<file path="config.mk">
export PLATFORM = sky130hd
export DESIGN_NAME = split_timebase
export DESIGN_NICKNAME = d
export VERILOG_FILES = /design/src/rtl/tbc_pkg.sv /design/src/rtl/tbc_counter.sv /design/src/rtl/tbc_capture.sv /design/src/rtl/tbc_regif.sv /design/src/rtl/split_timebase.sv
export SDC_FILE = /design/constraint.sdc
export NUM_CORES = 1
export LEC_CHECK = 0
export BUFFER_PORTS_ARGS = -buffer_cell sky130_fd_sc_hd__buf_4
export CAP_MARGIN = 30
export CORE_MARGIN = 4
export CORE_UTILIZATION = 25
export CTS_BUF_LIST = sky130_fd_sc_hd__clkbuf_4
export DETAILED_ROUTE_END_ITERATION = 6
export SETUP_SLACK_MARGIN = 0.05
export SYNTH_ARGS = -nofsm -noshare
export SYNTH_HDL_FRONTEND = slang
export SYNTH_SLANG_ARGS = --single-unit
</file>
<file path="constraint.sdc">
create_clock -name clk -period 2.8 [get_ports clk]
set_input_delay 0.14 -clock clk [delete_from_list [all_inputs] [get_ports clk]]
set_output_delay 0.14 -clock clk [all_outputs]
set_load 0.005 [all_outputs]
</file>
<file path="src/rtl/tbc_pkg.sv">
package tbc_pkg;
  localparam int REG_AW = 3;
  localparam int NSRC   = 2;
  localparam int SEL_W  = (NSRC > 1) ? $clog2(NSRC) : 1;

  typedef enum logic [REG_AW-1:0] {
    RA_CTRL   = 3'd0,
    RA_SCALE  = 3'd1,
    RA_FRC    = 3'd2,
    RA_UPC    = 3'd3,
    RA_CAPFRC = 3'd4,
    RA_CAPUPC = 3'd5
  } reg_addr_e;
endpackage

</file>
<file path="src/rtl/tbc_counter.sv">
module tbc_counter #(
  parameter int W = 32
) (
  input  logic         clk,
  input  logic         rst,
  input  logic         en,
  input  logic [W-1:0] scale,
  input  logic         ld_up,
  input  logic         ld_frc,
  input  logic [W-1:0] ld_val,
  output logic [W-1:0] up_q,
  output logic [W-1:0] frc_q
);
  logic tick;

  // zero prescale: roll over at full range
  assign tick = (scale == '0) ? (up_q == '1) : (up_q == scale);

  always_ff @(posedge clk) begin
    if (rst) begin
      up_q  <= '0;
      frc_q <= '0;
    end else if (ld_up || ld_frc) begin
      if (ld_up)  up_q  <= ld_val;
      if (ld_frc) frc_q <= ld_val;
    end else if (en) begin
      if (tick) begin
        up_q  <= '0;
        frc_q <= frc_q + 1'b1;
      end else begin
        up_q  <= up_q + 1'b1;
      end
    end
  end
endmodule

</file>
<file path="src/rtl/tbc_capture.sv">
module tbc_capture
  import tbc_pkg::*;
#(
  parameter int W = 32
) (
  input  logic             clk,
  input  logic             rst,
  input  logic [SEL_W-1:0] sel,
  input  logic [NSRC-1:0]  evt,
  input  logic [W-1:0]     up_i,
  input  logic [W-1:0]     frc_i,
  input  logic             rd_capfrc,
  output logic [W-1:0]     cap_frc_o,
  output logic [W-1:0]     cap_shadow_o
);
  logic [NSRC-1:0] evt_prev;
  logic [NSRC-1:0] evt_rise;
  logic [W-1:0]    cap_up;
  logic            trigger;

  always_ff @(posedge clk) begin
    if (rst) evt_prev <= '0;
    else     evt_prev <= evt;
  end

  for (genvar i = 0; i < NSRC; i++) begin : g_rise
    assign evt_rise[i] = evt[i] & ~evt_prev[i];
  end

  assign trigger = evt_rise[sel];

  always_ff @(posedge clk) begin
    if (rst) begin
      cap_up       <= '0;
      cap_frc_o    <= '0;
      cap_shadow_o <= '0;
    end else begin
      if (trigger) begin
        cap_up    <= up_i;
        cap_frc_o <= frc_i;
      end
      if (rd_capfrc) cap_shadow_o <= cap_up;
    end
  end
endmodule

</file>
<file path="src/rtl/tbc_regif.sv">
module tbc_regif
  import tbc_pkg::*;
#(
  parameter int W = 32
) (
  input  logic              clk,
  input  logic              rst,
  input  logic              wr,
  input  logic              rd,
  input  logic [REG_AW-1:0] addr,
  input  logic [W-1:0]      wdata,
  input  logic [W-1:0]      up_i,
  input  logic [W-1:0]      frc_i,
  input  logic [W-1:0]      capfrc_i,
  input  logic [W-1:0]      capshadow_i,
  output logic [W-1:0]      rdata,
  output logic [SEL_W-1:0]  sel,
  output logic [W-1:0]      scale,
  output logic              ld_up,
  output logic              ld_frc,
  output logic              rd_capfrc
);
  logic [W-1:0] up_shadow;
  logic [W-1:0] mux;
  logic         rd_frc;

  assign ld_up     = wr && (addr == RA_UPC);
  assign ld_frc    = wr && (addr == RA_FRC);
  assign rd_frc    = rd && (addr == RA_FRC);
  assign rd_capfrc = rd && (addr == RA_CAPFRC);

  always_ff @(posedge clk) begin
    if (rst) begin
      sel   <= '0;
      scale <= '0;
    end else if (wr) begin
      if (addr == RA_CTRL)  sel   <= wdata[SEL_W-1:0];
      if (addr == RA_SCALE) scale <= wdata;
    end
  end

  always_ff @(posedge clk) begin
    if (rst)         up_shadow <= '0;
    else if (rd_frc) up_shadow <= up_i;
  end

  always_comb begin
    mux = '0;
    case (addr)
      RA_CTRL:   mux[SEL_W-1:0] = sel;
      RA_SCALE:  mux = scale;
      RA_FRC:    mux = frc_i;
      RA_UPC:    mux = up_shadow;
      RA_CAPFRC: mux = capfrc_i;
      RA_CAPUPC: mux = capshadow_i;
      default:   mux = '0;
    endcase
  end

  always_ff @(posedge clk) begin
    if (rst)     rdata <= '0;
    else if (rd) rdata <= mux;
  end
endmodule

</file>
<file path="src/rtl/split_timebase.sv">
module split_timebase
  import tbc_pkg::*;
#(
  parameter int CNT_W = 32
) (
  input  logic              clk,
  input  logic              rst,
  input  logic              cnt_en,
  input  logic              reg_wr,
  input  logic              reg_rd,
  input  logic [REG_AW-1:0] reg_addr,
  input  logic [CNT_W-1:0]  reg_wdata,
  output logic [CNT_W-1:0]  reg_rdata,
  input  logic              evt_a,
  input  logic              evt_b,
  output logic [CNT_W-1:0]  frc_out
);
  logic [CNT_W-1:0] up_cnt;
  logic [CNT_W-1:0] frc_cnt;
  logic [CNT_W-1:0] scale;
  logic [CNT_W-1:0] cap_frc;
  logic [CNT_W-1:0] cap_shadow;
  logic [SEL_W-1:0] cap_sel;
  logic             ld_up;
  logic             ld_frc;
  logic             rd_capfrc;
  logic [NSRC-1:0]  evt_vec;

  assign evt_vec = {evt_b, evt_a};
  assign frc_out = frc_cnt;

  tbc_counter #(.W(CNT_W)) u_cnt (
    .clk    (clk),
    .rst    (rst),
    .en     (cnt_en),
    .scale  (scale),
    .ld_up  (ld_up),
    .ld_frc (ld_frc),
    .ld_val (reg_wdata),
    .up_q   (up_cnt),
    .frc_q  (frc_cnt)
  );

  tbc_capture #(.W(CNT_W)) u_cap (
    .clk          (clk),
    .rst          (rst),
    .sel          (cap_sel),
    .evt          (evt_vec),
    .up_i         (up_cnt),
    .frc_i        (frc_cnt),
    .rd_capfrc    (rd_capfrc),
    .cap_frc_o    (cap_frc),
    .cap_shadow_o (cap_shadow)
  );

  tbc_regif #(.W(CNT_W)) u_reg (
    .clk         (clk),
    .rst         (rst),
    .wr          (reg_wr),
    .rd          (reg_rd),
    .addr        (reg_addr),
    .wdata       (reg_wdata),
    .up_i        (up_cnt),
    .frc_i       (frc_cnt),
    .capfrc_i    (cap_frc),
    .capshadow_i (cap_shadow),
    .rdata       (reg_rdata),
    .sel         (cap_sel),
    .scale       (scale),
    .ld_up       (ld_up),
    .ld_frc      (ld_frc),
    .rd_capfrc   (rd_capfrc)
  );
endmodule

</file>
Word level (Yosys, flattened, before mapping)

Index checks and enable logic that the tools add are counted.

Bits in registers: 259
Input bits: 42
Output and inout port bits: 64
Logic and storage cells: 52

Add/subtract/negate cells: 2
Magnitude comparators: 1
Equal/unequal tests: 9
Multiplexer cells: 13
Bitwise gates (word level): 4
Reduce and logical (&&, ||, !) cells: 13

Operator list:

| cell                  | number |
|---|---|
| $mux 32               | 8 |
| $pmux 31 s5           | 1 |
| $add 32x1->32 const B | 2 |
| $eq 32x32->1          | 1 |
| $eq 32x32->1 const B  | 1 |
| $logic_not 32->1      | 1 |
| $eq 3x2->1 const B    | 2 |
| $eq 3x3->1 const B    | 2 |
| $pmux 1 s6            | 1 |
| $reduce_and 2->1      | 3 |
| $logic_and 1x1->1     | 4 |
| $ne 2x1->1 const B    | 2 |
| $reduce_bool 2->1     | 2 |
| $eq 3x1->1 const B    | 1 |
| $logic_not 3->1       | 1 |
| $mux 1                | 3 |
| $reduce_and 3->1      | 1 |
| $and 1x1->1           | 2 |
| $lt 1x2->1 const B    | 1 |
| $not 1->1             | 2 |
| $logic_or 1x1->1      | 1 |

Logic depth before layout (Yosys ltp)

Gate-level depths: netlist of the first run.

Word-level depth: 5
Depth in mapped cells: 12
Mapped depth without buffers: 9

Modules after synthesis

From an unflattened synthesis of the first run, not the netlist that was laid out.

Cell total of the unflattened synthesis: 1627
Area total of the unflattened synthesis: 13844.5 µm²

Modules (own cells, without submodules):

| module      | instances | cells an instance | area each (µm²) | sequential area each (µm²) |
|---|---|---|---|---|
| tbc_counter | 1         | 690               | 5024.8          | 1281.2 |
| tbc_regif   | 1         | 549               | 4775.8          | 1941.9 |
| tbc_capture | 1         | 388               | 4043.9          | 1961.9 |

Worst setup path before layout of the first run

OpenSTA, ideal clock, no wires.

Path type: reg2reg
From: register u_reg.scale[24]
To: register u_cnt.up_q[10]
Setup time: 0.077 ns
Arrival time: 2.576 ns
Data required time: 2.723 ns
Setup slack: 0.147 ns
Cell stages (with the launch flop): 12
Path buffers: 3
Period minus slack after synthesis: 2.653 ns
Cell sequence: dfxtp_1 -> nor4_2 -> nand4_2 -> or2_1 -> buf_6 -> buf_6 -> a32oi_1 -> a2111oi_1 -> and4_1 -> buf_6 -> or4_4 -> a41oi_2

Word-level cells in the longest chain between the ends: 5
Elaborated cells between the ends (all ways): 6
Classes of those cells: eq/ne: 1; mux: 4; reduce/logical: 1

Ends and longest elaborated chain:

| what                                             | line              | text |
|---|---|---|
| start: declaration                               | tbc_regif.sv:18   | `output logic [W-1:0] scale,` |
| start signal: assignment                         | tbc_regif.sv:38   | `if (addr == RA_SCALE) scale <= wdata;` |
| $eq 32x32->1 or $logic_not 32->1 (tied branches) | tbc_counter.sv:17 | `assign tick = (scale == '0) ? (up_q == '1) : (up_q == scale);` |
| $mux 1 (*)                                       | tbc_counter.sv:17 |  |
| $mux 32 (*)                                      | tbc_counter.sv:27 | `if (tick) begin` |
| $mux 32 (*)                                      | tbc_counter.sv:26 | `end else if (en) begin` |
| $mux 32 (*)                                      | tbc_counter.sv:23 | `end else if (ld_up \|\| ld_frc) begin` |
| end signal: assignment                           | tbc_counter.sv:24 | `if (ld_up) up_q <= ld_val;` |
| end signal: assignment                           | tbc_counter.sv:31 | `up_q <= up_q + 1'b1;` |
| end: declaration                                 | tbc_counter.sv:11 | `output logic [W-1:0] up_q,` |

Mark *: on every way between the ends. The rest lies on a longest branch, timed or not. The select of a mux whose other input is x is not followed.
A chain may end at the register's enable or synchronous reset.

Worst setup path after layout of the first run

From: register u_reg.scale[2]
To: register u_cnt.frc_q[27]

Word-level cells in the longest chain between the ends: 4
Elaborated cells between the ends (all ways): 5
Classes of those cells: eq/ne: 1; mux: 1; reduce/logical: 3

Ends and longest elaborated chain:

| what                                             | line              | text |
|---|---|---|
| $eq 32x32->1 or $logic_not 32->1 (tied branches) | tbc_counter.sv:17 |  |
| $mux 1 (*)                                       | tbc_counter.sv:17 |  |
| $reduce_bool 2->1 (no line) (*)                  | n/a               |  |
| $reduce_and 3->1 (no line) (*)                   | n/a               |  |
| end signal: assignment                           | tbc_counter.sv:25 | `if (ld_frc) frc_q <= ld_val;` |
| end signal: assignment                           | tbc_counter.sv:29 | `frc_q <= frc_q + 1'b1;` |
| end: declaration                                 | tbc_counter.sv:12 | `output logic [W-1:0] frc_q` |

Mark *: on every way between the ends. The rest lies on a longest branch, timed or not.

==> results of run 1 <==
## metrics by stage
stage / std cells / util [%] / setup TNS (ps)
floorplan: 1747 / - / 0
global placement: 2508 / 29.4 / -13670
detailed placement: 2508 / 29.4 / -18330
CTS: 2693 / 32.8 / -884
global route: 2709 / 33.8 / -6920
finish: 2709 / 33.8 / -2600
## kinds of logic after synthesis
family	synth area share (%)
adder cells (fa/ha/maj)	0.189
AO/OA/AOI/OAI	23.2
AND/OR/NAND/NOR	25.6
flip-flops	39.2
XOR/XNOR	1.13
buffers and inverters	5.72
multiplexers	4.96
## power breakdown
group | switching [mW] | leakage [nW] | internal [mW] | total [mW]
clock network | 1.71 | 0.523 | 1.77 | 3.48
logic | 0.866 | 3.82 | 0.584 | 1.45
registers | 0.0777 | 2.10 | 3.75 | 3.83
## layer usage
layer  track usage, %  share of wire, %  vias up
met5                0                 0        -
met4             5.82               3.3        0
met3             3.74               8.1      121
met2             28.6                45      669
met1             25.6                43     7023
li1                 -                 -     6725
## final cells by class
type,instances,area [µm²],area share (%)
clock buffers,102,766,4.32
repair buffers,322,2810,15.8
clock inverters,23,121,0.684
inverters,9,33.8,0.190
well taps,688,861,4.85
flip-flops and latches,259,5200,29.3
diodes,2,5.00,0.0282
multi-input cells,1304,7940,44.8
## registers in the layout, summed over array words and instances, names as in the netlist
register            cells
u_cap.cap_frc_o        32
u_cap.cap_shadow_o     32
u_cap.cap_up           32
u_cnt.frc_q            32
u_cnt.up_q             32
u_reg.rdata            32
u_reg.scale            32
u_reg.up_shadow        32
u_cap.evt_prev          2
u_reg.sel               1
## timing repair
action,in CTS,in global routing
setup buffers,8,12
resized for setup,57,97
gates cloned,3,1
endpoints found under the setup margin,64,64
pin swaps,12,32
hold buffers,49,0
endpoints found under the hold margin,158,0
## synth_stat cells (5+ instances only)
library cell,instances,area share (%)
and4_1,5,0.33
o21ai_0,44,1.7
a221oi_1,30,2.0
o221a_1,12,1.0
o31ai_1,17,0.96
nor3_1,21,0.79
inv_1,9,0.26
o32ai_1,5,0.33
xor2_1,16,1.1
a31oi_1,31,1.5
mux2i_1,61,4.6
clkbuf_1,150,4.3
nor2_1,100,2.8
a22oi_1,8,0.45
nor2b_1,5,0.24
a21oi_1,266,10
nor4_1,24,1.1
or4bb_1,9,0.77
and2_1,11,0.52
nor4_2,8,0.76
buf_1,10,0.28
nand2_1,415,12
and3_1,29,1.4
a211oi_1,17,0.96
o211ai_1,5,0.28
o32ai_2,8,0.98
buf_2,11,0.42
buf_6,6,0.51
dfxtp_1,259,39
nand3_1,53,2.0
nand4_1,14,0.66
a32oi_1,17,1.1
or3_1,5,0.24
## cells in the final DEF (no fill, tap or decap), drive strengths merged, types with 8 or more instances in the layout
master	netlist	layout
clkbuf	150	106
a21oi	266	266
nor2	100	100
nand3	53	53
nor4	33	33
and3	29	29
o221a	12	12
nand4	17	18
clkinv	0	18
a22oi	8	8
nor3	22	22
xor2	16	16
o21ai	49	49
a31oi	31	31
dlygate4sd3	0	49
a211oi	18	18
or4bb	9	9
a221oi	30	30
a32oi	17	17
nand2	415	415
o32ai	13	13
and2	11	11
dfxtp	259	259
inv	9	11
mux2i	61	61
o31ai	17	17
buf	27	269
## worst paths after layout
check             startpoint                    end  slack (ps)  cells after the start
max           u_reg.scale[2]        u_cnt.frc_q[27]        -170                     13
max reg2reg   u_reg.scale[2]        u_cnt.frc_q[27]        -170                     13
min reg2reg  u_cap.cap_up[9]  u_cap.cap_shadow_o[9]         430                      2
min              reg_addr[2]        u_reg.rdata[31]         110                      5
## critical path, stage by stage (launching register included)
cell and delay [ps]:
dfxtp_2 340, nor4_4 290, buf_4 180, nand4_4 140, buf_4 170, o21ai_2 110
a32oi_2 120, a2111oi_4 380, buf_4 190, nand4_4 160, clkbuf_16 210, buf_12 130
o311ai_4 280, o31ai_1 110
==> impl_results.md, run 1 <==
- Overall power: 8.77 mW
- Clk_skew: 50.8 ps
- Maximum VDD drop: 0.297 mV
- Gate Count Post-Synth: 1747
- Failing checks: negative setup slack
- WHS: 109 ps
- Via count: 14500
- Critical Path Sink Type: register
- Seq cells post-synth: 259
- WL final: 55.5 mm
- Dpl cell area: 15400 µm²
- HP Class: in2reg
- RePlAce Congestion: 0.927
- Root buffer cell: clkbuf_4
- CORE AREA: 52400 µm²
- Synthesized area: 13200 µm²
- Area growth, synth to finish: 34.1%
- Vias in the first global route: 13300
- Die width: 238 µm
- Fin. max-slew vios: 0
- Worst slew pin tran: 924 ps
- CTS tree: done
- Vias per inst: 5.37
- Final Hold Fails: 0
- Final period util: 106%
- Boundary Pins: 106
- Max Fclk: 337 MHz
- Cts bufs inserted: 72
- 1st-pass router iterations: 6
- Crit path max fanout: 5
- Port buffer count: 105
- Power Dens Cells: 494 nW/µm²
- Skew-Pair Late Insertion Delay: 790 ps
- Worst slew margin: 38.3%
- Net count, final: 2012
- Syn Nets: 1791
- Routed len/inst: 20.5 µm
- Yosys synthesis warning count: 0
- CTS Buffer Depth: 3
- Lkg Pwr: 6.45 nW
- Clock H-tree levels: 3
- First-pass GRT wire length: 82.1 mm
- Pin count of the biggest net entering global routing: 112
- # fillers: 5398
- Final worst slack: -171 ps
- Die area: 56700 µm²
- Initial Util: 25.2%
- Clock sinks: 259
- # setup viols final: 36
- Max Cap Viol: 0
- Site Rows: 84
- # DRC: 0
- Status: finished with violations
- Clock slew at reported path FFs: 60 ps
- Syn avg cell area: 7.57 µm²
- Final ANT Viol Nets: 0
- Die H: 238 µm
- DP HPWL: 37.5 mm
- Worst Path Required: 3410 ps
- Worst path arrival time: 3580 ps
- Design Area, Final: 17700 µm²
- Crit path time final: 2970 ps
- Layout cells sized above 1: 24.6%
- Distinct cell type count after synthesis: 65
- Dpl ws: -461 ps
- Initial antenna violation count: 1
- Top_reg_cell synth: dfxtp_1
- Number of flops mapped to enable cells by yosys: 0
- Initial detailed-routing violation count: 1435
- RSZ-0062 raised after global routing: yes
- Asr flop ratio synth: 0%
- CP Class: reg2reg
- Sequential share of the synthesized area: 39.2%
- Total track usage: 18.4%
- Grt total ovfl: 0
- Startpoint Class: register
No activity file was read; power rests on OpenSTA's default activity.
==> run 2, diff against run 1 <==
--- a/config.mk
+++ b/config.mk
@@ -12,6 +12,7 @@
 export CTS_BUF_LIST = sky130_fd_sc_hd__clkbuf_4
 export DETAILED_ROUTE_END_ITERATION = 6
 export SETUP_SLACK_MARGIN = 0.05
+export SKIP_LAST_GASP = 1
 export SYNTH_ARGS = -nofsm -noshare
 export SYNTH_HDL_FRONTEND = slang
 export SYNTH_SLANG_ARGS = --single-unit
==> run 2 against run 1 <==
The flow still finishes with violations (negative setup slack). Non-clock buffer count unchanged. Count of clock-buffer cells in the layout is the same. Total power fell by 0.29%. Clock power about the same. Register-to-register slack about the same. First-iteration DRC count up 2.5%. Critical endpoint is now u_cnt.frc_q[11]. Largest cell class unchanged. Largest power group unchanged.
==> impl_results.md, run 2 (synthesis gave the netlist of run 1 again) <==
- Boundary Pins: 106
- Routed len/inst: 20.6 µm
- Clock sinks: 259
- Die H: 238 µm
- Met3 usage: 3.80%
- CP Class: reg2reg
- GRT Max-Usage Layer: met2
- Clock slew at reported path FFs: 60 ps
- Power Dens Cells: 493 nW/µm²
- Slack of the worst reg-to-reg path: -170 ps
- Critical Path End: u_cnt.frc_q[11]
- Port buffer count: 105
- CORE AREA: 52400 µm²
- Worst path arrival time: 3600 ps
- Max Cap Viol: 0
- Met2 Track Usage GR: 28.5%
- DP HPWL: 37.5 mm
- Clock H-tree levels: 3
- Area growth, synth to finish: 34.1%
- Dpl ws: -461 ps
- Status: finished with violations
- # setup viols final: 56
- Crit path max fanout: 7
- Via count: 14600
- Max Fclk: 336 MHz
- 1st-pass router iterations: 6
- RePlAce Congestion: 0.927
- Met1 Resource Use GR: 25.6%
- Worst Path Required: 3420 ps
- Initial detailed-routing violation count: 1471
- HP Class: in2reg
- Clk_skew: 48.8 ps
- Commonest non-fill, non-tap cells in the layout: nand2_1, a21oi_1, dfxtp_1
- Critical Path Start: u_reg.scale[2]
- Layout cells sized above 1: 24.7%
- Lkg Pwr: 6.42 nW
- RR Endpoint: u_cnt.frc_q[11]
- Final worst slack: -173 ps
- Site Rows: 84
- Failing checks: negative setup slack
- Worst R2R Start: u_reg.scale[2]
- Critical Path Sink Type: register
- CP cell instances: nor4_4 > buf_4 > nand4_4 > buf_6 > o21ai_4 > a32oi_4 > a2111oi_4 > nand4_4 > clkbuf_16 > buf_12 > buf_4 > a21oi_2 > o32ai_2
- Initial Util: 25.2%
- Largest stage delay on the critical path: 440 ps
- # placed instances: 2508
- Worst reg-to-reg path cell count: 13
- # DRC: 0
- Worst slew pin tran: 1040 ps
- Worst slew margin: 30.5%
- Pin count of the biggest net entering global routing: 112
- Cell Count, Final, Fillers Out: 2709
- Maximum VDD drop: 0.297 mV
- Skew-Pair Late Insertion Delay: 790 ps
- First-pass GRT wire length: 81.9 mm
- Die area: 56700 µm²
- Grt total ovfl: 0
- Final Hold Fails: 0
- Most common cell after layout, fill and taps aside: nand2_1
- Vias in the first global route: 13200
- Slowest-stage cell, CP: a2111oi_4
- Initial antenna violation count: 1
- Root buffer cell: clkbuf_4
- Final ANT Viol Nets: 0
- Startpoint Class: register
- CTS Buffer Depth: 3
- Vias per inst: 5.38
- Cts bufs inserted: 72
- CTS tree: done
- WL final: 55.7 mm
- Fin. max-slew vios: 0
- Final period util: 106%
- Die width: 238 µm
- Total track usage: 18.3%
- Net count, final: 2012
- Crit path time final: 2970 ps
- RSZ-0062 raised after global routing: yes
-- run 2: layout make-up --
cell class / instances / area [µm²]
inverters: 9 / 33.8
fillers: 5402 / 34700
flip-flops and latches: 259 / 5200
clock buffers: 102 / 766
clock inverters: 23 / 121
diodes: 2 / 5.00
multi-input cells: 1304 / 7960
well taps: 688 / 861
repair buffers: 322 / 2790
-- run 2: power breakdown --
part / leakage [nW] / internal [mW] / switching, mW / total, mW
combinational: 3.80 / 0.569 / 0.862 / 1.43
clock: 0.523 / 1.77 / 1.71 / 3.48
sequential: 2.10 / 3.75 / 0.0776 / 3.83
-- run 2: through the flow --
step           power, mW  hold WS (ps)  setup TNS, ps  utilization, %  instance area (µm²)
2_1_floorplan       4.51           268              0               -                13200
3_3_place_gp        4.98           370         -13670            29.4                15400
3_5_place_dp        5.00           369         -18330            29.4                15400
4_1_cts             8.69          81.4          -1180            32.8                17200
5_1_grt             9.10           118         -12610            33.8                17700
6_report            8.74           122          -6230            33.8                17700
-- run 2: worst min-delay path by stage --
stage | from | to | cells past startpoint | slack (ps)
detailed placement | evt_b | u_cap.evt_prev[1] | 2 | 370
global placement | evt_b | u_cap.evt_prev[1] | 2 | 370
CTS | reg_addr[2] | u_reg.rdata[31] | 5 | 80
finish | reg_addr[2] | u_reg.rdata[31] | 5 | 120
global route | evt_b | u_cap.evt_prev[1] | 3 | 120
floorplan | evt_b | u_cap.evt_prev[1] | 1 | 270
-- run 2: worst max-delay path, delay by kind of cell, from the launching register on --
| family | cells | cell delay, ps |
|---|---|---|
| AND/OR/NAND/NOR | 3 | 700 |
| buffers and inverters | 5 | 840 |
| flip-flops | 1 | 350 |
| AO/OA/AOI/OAI | 5 | 960 |
-- run 2: repair_timing --
item | in CTS | in global routing
endpoints found under the hold margin | 158 | 0
endpoints found under the setup margin | 64 | 64
cloned | 3 | 3
resized for setup | 49 | 96
hold buffers | 49 | 0
pin swaps | 10 | 52
setup buffers | 8 | 11
-- run 2: layer usage --
| layer | up-vias | wire (µm) | share of wire, % |
|---|---|---|---|
| met3 | 117 | 4510 | 8.1 |
| met2 | 679 | 25200 | 45 |
| met5 | - | 0 | 0 |
| li1 | 6726 | - | - |
| met4 | 0 | 1770 | 3.2 |
| met1 | 7052 | 24200 | 43 |
==> run 3, diff against run 2 <==
--- a/config.mk
+++ b/config.mk
@@ -5,6 +5,7 @@
 export SDC_FILE = /design/constraint.sdc
 export NUM_CORES = 1
 export LEC_CHECK = 0
+export ABC_AREA = 1
 export BUFFER_PORTS_ARGS = -buffer_cell sky130_fd_sc_hd__buf_4
 export CAP_MARGIN = 30
 export CORE_MARGIN = 4
==> run 3 against run 2 <==
The flow now finishes without violations. Cell count is 0.66% lower. Fmax rose by 15%. Clock power up 2%. Core utilization down 2.0 points. Critical path depth rose by 5. Non-clock buffer count down 125. Highest routed layer unchanged.
==> impl_results.md, run 3 <==
- RSZ-0062 raised after global routing: no
- CTS tree: done
- Area growth, synth to finish: 24.6%
- Distinct cell type count after synthesis: 36
- Die H: 232 µm
- Initial antenna violation count: 1
- Syn avg cell area: 6.91 µm²
- DP HPWL: 35.8 mm
- Gate power share: 16.2%
- Grt total ovfl: 0
- Final ANT Viol Nets: 0
- Synth top area cells: dfxtp_1, a21oi_1, nand2_1
- Final Hold Fails: 0
- RePlAce Congestion: 0.940
- Yosys synthesis warning count: 0
- 1st-pass router iterations: 6
- Worst Path Required: 3410 ps
- Worst slew pin tran: 736 ps
- Cell accounting for the most synthesized area: dfxtp_1
- HP Class: in2reg
- Lkg Pwr: 6.19 nW
- Fin. max-slew vios: 0
- # setup viols final: 0
- Critical Path Sink Type: register
- Kind of cell with the highest combined delay on the critical path: simple AND/OR/NAND/NOR gates
- CP cell instances: nor2_1 > nand2_1 > nor2_1 > and2_1 > nand2_2 > buf_8 > nand3_1 > nand2_1 > nand2_1 > nor2_1 > nand2_1 > nor2_1 > nand2_2 > nand2_8 > buf_12 > nand3b_1 > nand2_1 > nor2_1
- Startpoint Class: register
- # DRC: 0
- Int Pwr: 6.24 mW
- Skew-Pair Late Insertion Delay: 750 ps
- Syn Nets: 1865
- Met2 Track Usage GR: 26.7%
- Worst Path Buf+Inv: 2
- Status: complete, no violations
- Final core occ: 31.8%
- Layout cells sized above 1: 14.5%
- WL final: 50.7 mm
- Cts bufs inserted: 73
- Via count: 13700
- Initial detailed-routing violation count: 1392
- Reg power frac: 44.8%
- Boundary Pins: 106
- Power Dens Cells: 579 nW/µm²
- Clk_skew: 55.0 ps
- Asr flop ratio synth: 0%
- Root buffer cell: clkbuf_4
- Top_reg_cell synth: dfxtp_1
- List of most frequent post-synthesis cells: nand2_1, dfxtp_1, a21oi_1
- # fillers: 5381
- CP Class: reg2reg
- Met1 Resource Use GR: 25.8%
- Sequential share of the synthesized area: 41.2%
- Clock slew at reported path FFs: 70 ps
- Crit path max fanout: 32
- Clk pwr share: 39.1%
- Die area: 54000 µm²
- Largest stage delay on the critical path: 390 ps
- Initial Util: 25.5%
- Total track usage: 17.8%
- Gate Count Post-Synth: 1821
- Switching share of power: 31.3%
- Met3 usage: 3.18%
- Die width: 232 µm
- Synthesized area: 12600 µm²
- Top-count cell post-synth: nand2_1
- Number of flops mapped to enable cells by yosys: 0
- Routed len/inst: 18.8 µm
- Clock H-tree levels: 3
- Worst path arrival time: 3200 ps
- Pin count of the biggest net entering global routing: 73
- GRT Max-Usage Layer: met2
- Net count, final: 2014
- Most common cell after layout, fill and taps aside: nand2_1
- Max Cap Viol: 0
- Synth top area share: 41.2%
- CORE AREA: 49400 µm²
- Vias in the first global route: 13000
- Slowest-stage cell, CP: dfxtp_1
- Site Rows: 81
- Worst slew margin: 50.9%
- Seq cells post-synth: 259
- NetSw: 2.84 mW
- Crit path time final: 2590 ps
- Maximum VDD drop: 0.206 mV
- Vias per inst: 5.09
- Final period util: 92.5%
- Clock sinks: 259
- Max Fclk: 386 MHz
- CTS Buffer Depth: 3
- Port buffer count: 105
- Overall power: 9.09 mW
- Commonest non-fill, non-tap cells in the layout: nand2_1, dfxtp_1, a21oi_1
- First-pass GRT wire length: 76.2 mm
run 3: cell types whose count changed after synthesis, sizes merged, moves of 24 or more:
cell	change
clkbuf	-48
o22ai	+24
nand3	+48
o21ai	+199
nor2	+55
nand2	-89
mux2i	-55
inv	+127
and3	-29
run 3: final timing paths:
kind	startpoint	end	slack, ps	cells past startpoint
max	u_reg.scale[24]	u_cnt.frc_q[0]	210	18
min	cnt_en	u_cnt.up_q[27]	130	6
max reg2reg	u_reg.scale[24]	u_cnt.frc_q[0]	210	18
min reg2reg	u_cap.cap_shadow_o[14]	u_cap.cap_shadow_o[14]	460	2
run 3: area by class of cell:
cell class                 instances  area [µm²]  area share [%]
antenna                            1        2.50          0.0160
clock buffer                     106         796            5.07
clock inverter                    25         140           0.894
inverter                         140         528            3.37
multi-input combinational       1299        6460            41.2
sequential                       259        5190            33.1
tap                              664         831            5.30
timing repair buffer             197        1730            11.0
run 3: what timing repair did:
item                                   in CTS  in global routing
pin swaps                                   0                  2
resized for setup                           2                 19
gates cloned                                0                  2
setup endpoints to repair                   3                 34
endpoints found under the hold margin     142                  0
hold buffers                               50                  0
setup buffers                               0                  1
run 3: layer usage:
layer / vias to the layer above / share of wire [%] / routed length, µm
li1: 6568 / - / -
met1: 6428 / 47 / 23700
met2: 607 / 43 / 21800
met3: 94 / 7.4 / 3750
met4: 0 / 2.9 / 1450
met5: - / 0 / 0
run 3: logic make-up after synthesis:
kind of cell	Yosys count	share of synthesized area, %
AOI/OAI and AO/OA	587	24.9
xor gates and xnor gates	34	2.37
adders and majority gates	2	0.199
buffers and inverters	264	8.25
DFF	259	41.2
muxes	6	0.477
and+or+nand+nor	669	22.6
run 3: power groups by stage:
| stage | Combinational, mW | Sequential, mW | Clock, mW |
|---|---|---|---|
| 2_1_floorplan | 0.879 | 4.08 | 0 |
| 3_3_place_gp | 1.37 | 4.14 | 0 |
| 3_5_place_dp | 1.37 | 4.14 | 0 |
| 4_1_cts | 1.43 | 4.06 | 3.63 |
| 5_1_grt | 1.62 | 4.09 | 3.82 |
| 6_report | 1.47 | 4.07 | 3.55 |
run 3: worst min-delay path, stage by stage:
cell and delay [ps]:
buf_4 120, nand2_1 50, nand2_1 60, buf_4 240
o21ai_0 180, a21oi_1 40
run 3: per-stage QoR:
step                      area [µm²]  std cells  setup TNS (ps)  hold WS (ps)  setup slack [ps]
after CTS                      15600       2687               0          67.3              49.0
after global placement         14100       2506               0           373              59.3
after detailed placement       14100       2506           -2.70           391             -2.70
after floorplan                12600       1821               0           265               673
after global routing           15700       2691               0           183              35.1
final                          15700       2691               0           133               211
